**src/rtl/itlb_plru_repl.sv**
```systemverilog
module itlb_plru_repl #(
  parameter int ENTRY_W = 48,
  localparam int WAYS = 4,
  localparam int IDX_W = $clog2(WAYS),
  localparam int LRU_W = WAYS * (WAYS - 1) / 2
) (
  input  logic               clk,
  input  logic               rst,
  input  logic               hit_valid,
  input  logic [IDX_W-1:0]   hit_idx,
  input  logic               fill_valid,
  input  logic [ENTRY_W-1:0] fill_entry,
  output logic [LRU_W-1:0]   lru_state,
  output logic [IDX_W-1:0]   victim_idx,
  output logic               state_err,
  output logic               wr_en,
  output logic [IDX_W-1:0]   wr_idx,
  output logic [ENTRY_W-1:0] wr_data
);

  logic [LRU_W-1:0] lru_q, lru_d;
  logic [WAYS-1:0]  pick;
  logic             state_ok;
  logic             use_en;
  logic [IDX_W-1:0] use_idx;
  logic             err_q;

  assign pick[0] =  lru_q[5] &  lru_q[4] &  lru_q[3];
  assign pick[1] = ~lru_q[5] &  lru_q[2] &  lru_q[1];
  assign pick[2] = ~lru_q[4] & ~lru_q[2] &  lru_q[0];
  assign pick[3] = ~lru_q[3] & ~lru_q[1] & ~lru_q[0];
  assign state_ok = |pick;

  always_comb begin
    if (pick[0])      victim_idx = 2'd0;
    else if (pick[1]) victim_idx = 2'd1;
    else if (pick[2]) victim_idx = 2'd2;
    else              victim_idx = 2'd3;
  end

  assign wr_en   = fill_valid & state_ok;
  assign wr_idx  = victim_idx;
  assign wr_data = fill_entry;

  assign use_en  = fill_valid ? state_ok : hit_valid;
  assign use_idx = fill_valid ? victim_idx : hit_idx;

  always_comb begin
    lru_d = lru_q;
    if (use_en) begin
      unique case (use_idx)
        2'd0: lru_d[5:3] = 3'b000;
        2'd1: begin lru_d[5] = 1'b1; lru_d[2:1] = 2'b00; end
        2'd2: begin lru_d[4] = 1'b1; lru_d[2] = 1'b1; lru_d[0] = 1'b0; end
        default: begin lru_d[3] = 1'b1; lru_d[1:0] = 2'b11; end
      endcase
    end
  end

  always_ff @(posedge clk) begin
    if (rst) begin
      lru_q <= '0;
      err_q <= 1'b0;
    end else begin
      lru_q <= lru_d;
      if (!state_ok) err_q <= 1'b1;
    end
  end

  assign lru_state = lru_q;
  assign state_err = err_q;

endmodule


```
**config.mk**
```make
export PLATFORM = sky130hd
export DESIGN_NAME = itlb_plru_repl
export DESIGN_NICKNAME = d
export VERILOG_FILES = /design/src/rtl/itlb_plru_repl.sv
export SDC_FILE = /design/constraint.sdc
export NUM_CORES = 1
export LEC_CHECK = 0
export BUFFER_PORTS_ARGS = -buffer_cell sky130_fd_sc_hd__buf_4
export CAP_MARGIN = 20
export CORE_AREA = 2 2 60 62
export CTS_CLUSTER_DIAMETER = 150
export DETAILED_ROUTE_END_ITERATION = 16
export DIE_AREA = 0 0 62 64
export HOLD_SLACK_MARGIN = 0.02
export PLACE_DENSITY_LB_ADDON = 0.25
export SYNTH_ARGS = -nofsm -noshare
export SYNTH_HDL_FRONTEND = slang
export SYNTH_SLANG_ARGS = --single-unit
```
**constraint.sdc**
```tcl
create_clock -name clk -period 2.05 [get_ports clk]
set_clock_uncertainty 0.15 [all_clocks]
set_input_delay 0 -clock clk [delete_from_list [all_inputs] [get_ports clk]]
set_output_delay 0 -clock clk [all_outputs]
set_load 0.01 [all_outputs]
```
Word level (Yosys, flattened, before mapping)
Index checks and enable logic that the tools add are counted.
{"block": "totals", "word_cells": 52, "out_inout_bits": 60, "regBits": 7, "in_bits": 54}
{"block": "classes", "bitwise_logic": 18, "n_reduce_logical": 14, "eq_ne": 2, "n_mux": 11}
{"op": "one-hot mux 1 bit (2 select lines)", "n": 6}
{"op": "AND reduction 2 bit", "n": 6}
{"op": "bitwise AND 1 bit", "n": 9}
{"op": "inverter 1 bit", "n": 9}
{"op": "two-way mux 2 bit", "n": 3}
{"op": "nonzero test 2 bit", "n": 3}
{"op": "OR reduction 2 bit", "n": 3}
{"op": "OR reduction 4 bit", "n": 1}
{"op": "equality test 2 x 1 -> 1 bit (second input constant)", "n": 1}
{"op": "equality test 2 bit (second input constant)", "n": 1}
{"op": "logical NOT 2 bit", "n": 1}
{"op": "two-way mux 1 bit", "n": 2}

Longest topological paths before layout
{"block": "logic_depth", "word_depth": 11, "depth_mapped": 8, "depth_no_buf": 8}

Worst setup path after synthesis
OpenSTA, ideal clock, no wires.
{"block": "synth_path", "kind": "register to register", "start": "reg lru_q[4], in the netlist lru_state[4]", "end": "reg lru_q[3], in the netlist lru_state[3]", "arrival_time_ps": 1929, "path_stages_with_launch": 8, "setup_time_ps": 117, "slack_ps": -146, "period_less_slack_ps": 2196, "required_time_ps": 1783, "path_buffers": 0, "path_cell_list": "dfxtp_1 -> nor2_1 -> a32oi_1 -> mux2i_1 -> ha_1 -> and3b_1 -> o22ai_1 -> nor2_1"}
{"block": "synth_via", "elab_chain_cells": 11, "word_cells_on_any_way": 18, "classes_between": "2 x eq/ne; 6 x mux; 6 x bitwise; 4 x reduce/logical"}
{"item": "start, declared", "line": "21", "text": "logic [LRU_W-1:0] lru_q, lru_d;"}
{"item": "start signal, assigned", "line": "65", "text": "lru_q <= lru_d;"}
{"item": "inverter 1 bit", "line": "30", "text": "assign pick[2] = ~lru_q[4] & ~lru_q[2] & lru_q[0];"}
{"item": "bitwise AND 1 bit (2 in series)", "line": "30"}
{"item": "two-way mux 1 bit", "line": "37", "text": "else if (pick[2]) victim_idx = 2'd2;"}
{"item": "two-way mux 2 bit", "line": "36", "text": "else if (pick[1]) victim_idx = 2'd1;"}
{"item": "two-way mux 2 bit *", "line": "35", "text": "if (pick[0]) victim_idx = 2'd0;"}
{"item": "via victim_idx[0]", "line": "14", "text": "output logic [IDX_W-1:0] victim_idx,"}
{"item": "two-way mux 2 bit *", "line": "46", "text": "assign use_idx = fill_valid ? victim_idx : hit_idx;"}
{"item": "equality test 2 bit or equality test 2 x 1 -> 1 bit (tied branches)", "line": "51", "text": "unique case (use_idx)"}
{"item": "OR reduction 2 bit (no line)"}
{"item": "inverter 1 bit (no line)"}
{"item": "AND reduction 2 bit (no line)"}
Mark *: on every way through the listed nets, which the timed path passes. The rest lies on a longest branch.
A chain may end at the register's enable or synchronous reset.

Worst setup path after layout
{"block": "layout_path", "start": "reg lru_q[5], in the netlist lru_state[5]", "end": "out wr_en"}
{"block": "layout_via", "elab_chain_cells": 5, "word_cells_on_any_way": 7, "classes_between": "6 x bitwise; 1 x reduce/logical"}
{"item": "inverter 1 bit", "line": "29", "text": "assign pick[1] = ~lru_q[5] & lru_q[2] & lru_q[1];"}
{"item": "bitwise AND 1 bit (2 in series)", "line": "29"}
{"item": "OR reduction 4 bit *", "line": "32", "text": "assign state_ok = |pick;"}
{"item": "bitwise AND 1 bit *", "line": "41", "text": "assign wr_en = fill_valid & state_ok;"}
{"item": "end, declared", "line": "16", "text": "output logic wr_en,"}
Every way passes the cells marked *; elsewhere a longest branch is shown, timed or not.

==> metrics.csv <==
stage;metric;value;unit
global_routing;initial antenna violation count;0;
die;Core ar.;3280;um^2
synth;Post-Syn Nets;169;
synth;Yosys top cell area share;40.5;%
placement;final RePlAce weighted congestion;0.761;
cts;root buffer cell;clkbuf_4;
placement;dpl hpwl;1520;um
synth;Area contributors post-synth;buf_4 41%, dfxtp_1 15%, ha_1 6.8%;
synth;Synth top cells by count;50 x buf_4, 7 x dfxtp_1, 7 x nor2_1;
route;Avg WL per Cell;13.3;um
die;Die Y;64;um
sta;RSZ-0062 raised after global routing;no;
route;final antenna-violating net count;0;
sta;Max Fclk;0.516;GHz
power;Tot Pwr;0.769;mW
critical_path;Top Family by Delay on Critical Path;buffers and inverters;
die;# rows;21;
sta;minimum clock period;1.94;ns
power;P_leak;0.578;nW
synth;#FFs+latches synth;7;
final_layout;P&R area growth vs syn;46.2;%
route;via count;802;
sta;Slew Limit Headroom;79.9;%
outcome;outcome;complete, no violations;
cts;clock transition at the registers of the reported paths;0.06;ns
placement;PortBufs;17;
critical_path;CP Buf/Inv Count;3;
placement;placed instance count;128;
cts;setup repair bufs after CTS;0;
sta;slew of the pin with the lowest slew margin;0.300;ns
synth;cell taking the most area after synthesis;buf_4;
route;Via density;4.36;
cts;H-tree depth;1;
die;Starting Density;28.2;%
route;Iteration-0 DRC Markers;14;
critical_path;cell with the largest stage delay on the worst path;dfxtp_2;
final_layout;layout cells sized above 1;28.3;%
sta;Setup Viol. Count Final;0;
global_routing;pin count of the biggest net entering global routing;14;
critical_path;most frequent CP cell;buf_4;
critical_path;Max stage delay on crit path;0.38;ns
global_routing;GR Util All Layers;11.3;%
worst_hold_path;hold path startpoint;hit_valid;
critical_path;CP arrival;1.79;ns
die;Ports;114;
final_layout;Final nets;198;
route;DRC;0;
route;DRT Wirelength;2440;um
sta;Final Hold Viols;0;
global_routing;vias in the first global route;722;
critical_path;WS Path Type;flip-flop to primary output;
sta;Final Worst Setup Slack;0.112;ns
critical_path;worst-path fanout max;5;
sta;Final Cycle Share;94.5;%
sta;setup_tns;0;ns
job;max-cap violations;0;
critical_path;R2R Path Start;lru_state[5];
power;VDD IR-drop max;0.000121;V
synth;EDFF count, synth;0;
cts;clk buf depth;2;
cts;CTS tree;built;
critical_path;Crit. Startpoint;lru_state[5];
critical_path;crit start category;flip-flop;
synth;most frequent cell after synthesis;buf_4;
critical_path;CP required;1.90;ns
final_layout;Ant. Diodes;0;
placement;dpl ws;0.0573;ns
synth;Mapped Avg Cell Area;8.42;um^2
critical_path;crit end category;primary output;
route;DR pass1 iterations;4;
synth;predominant post-synthesis flop cell;dfxtp_1;
synth;synth warn;0;
cts;Num CTS Buffers;3;
worst_hold_path;worst min path class;input port to flip-flop;
cts;clk_lat worst skew;0.25;ns
synth;register area share after synthesis;15.1;%
synth;Post-Syn Area;926;um^2
global_routing;first-pass GRT wire length;3300;um
sta;Pins Over Slew Limit;0;
cts;Clock Sinks;7;
synth;ys async rst share;0;%
final_layout;fin cells;184;
synth;Yosys cell types;25;
critical_path;worst-path cell chain;and3b_1 -> a31oi_4 -> buf_4 -> o311ai_4 -> buf_4 -> and2_2 -> buf_4;
synth;Gate Count Post-Synth;110;
global_routing;Remaining Overflow, GRT;0;
power;Cell Pwr Density;568;nW/um^2
die;die area;3970;um^2
die;Die Wd;62;um
==> metrics by stage <==
step	hold slack, ns	util [%]	cell area (um^2)
CTS	0.100	40.5	1330
global route	0.112	41.2	1350
detailed placement	-0.150	23.8	782
global placement	-0.150	23.8	782
floorplan	-0.0582	-	936
finish	0.0894	41.2	1350
==> path summary, 6_finish.rpt <==
path,endpoint,slack [ns],depth (start not counted)
setup / recovery,wr_en,0.11,7
hold / removal,lru_state[2],0.09,4
setup reg to reg,lru_state[1],0.13,6
hold reg to reg,state_err,0.32,2
==> cells by family after synthesis <==
group                      count (synthesis)  share of synthesized area [%]
buffers and inverters                     56                           43.9
and+or+nand+nor                           20                           11.5
AOI/OAI and AO/OA                         16                           15.8
DFF                                        7                           15.1
muxes                                      6                           6.89
adders and majority gates                  5                           6.76
==> timing repair <==
action | in CTS | in global routing
gates resized for setup | 0 | 4
hold buffers | 52 | 0
setup endpoints to repair | 0 | 2
hold endpoints to repair | 55 | 0
==> routing by layer <==
layer / wire (um) / track usage [%] / vias to the layer above / share of wire, %
met2: 1360 / 22.5 / 70 / 56
met5: 0 / 0 / - / 0
met1: 821 / 10.4 / 354 / 34
met3: 239 / 3.04 / 4 / 9.8
met4: 20 / 3.19 / 0 / 0.82
li1: - / - / 374 / -
==> registers in the layout, summed over array words and instances, names as in the netlist <==
| signal | count |
|---|---|
| lru_state | 6 |
| state_err | 1 |
==> final cells by class <==
class | count | area [um^2]
Timing Repair Buffer | 76 | 701
Fill cell | 329 | 1930
Inverter | 4 | 15.0
Clock buffer | 4 | 26.3
Sequential cell | 7 | 143
Tap cell | 46 | 57.6
Multi-Input combinational cell | 47 | 412
==> worst min-delay path, delay by kind of cell <==
family,cells,cell delay [ns]
buffers and inverters,1,0.09
AOI/OAI and AO/OA,3,0.36
==> where the power goes <==
group          leakage (nW)  switching (mW)  internal [mW]
registers            0.0585          0.0241          0.161
clock network        0.0150          0.0557         0.0746
logic                 0.504           0.204          0.249
==> layout by cell type, fill, tap and decap left out, drive strengths merged, types with 2 or more instances in the layout <==
| cell | netlist | layout |
|---|---|---|
| o22ai | 4 | 4 |
| a21oi | 3 | 3 |
| inv | 4 | 4 |
| nand2 | 4 | 4 |
| mux2 | 3 | 3 |
| nor2b | 2 | 2 |
| dlygate4sd3 | 0 | 52 |
| clkbuf | 0 | 4 |
| mux2i | 3 | 3 |
| nand2b | 3 | 3 |
| nor2 | 7 | 7 |
| and3b | 2 | 2 |
| a31oi | 2 | 2 |
| dfxtp | 7 | 7 |
| a32oi | 3 | 3 |
| ha | 5 | 5 |
| buf | 52 | 24 |
Note: power is estimated with default switching activity, not from simulation.
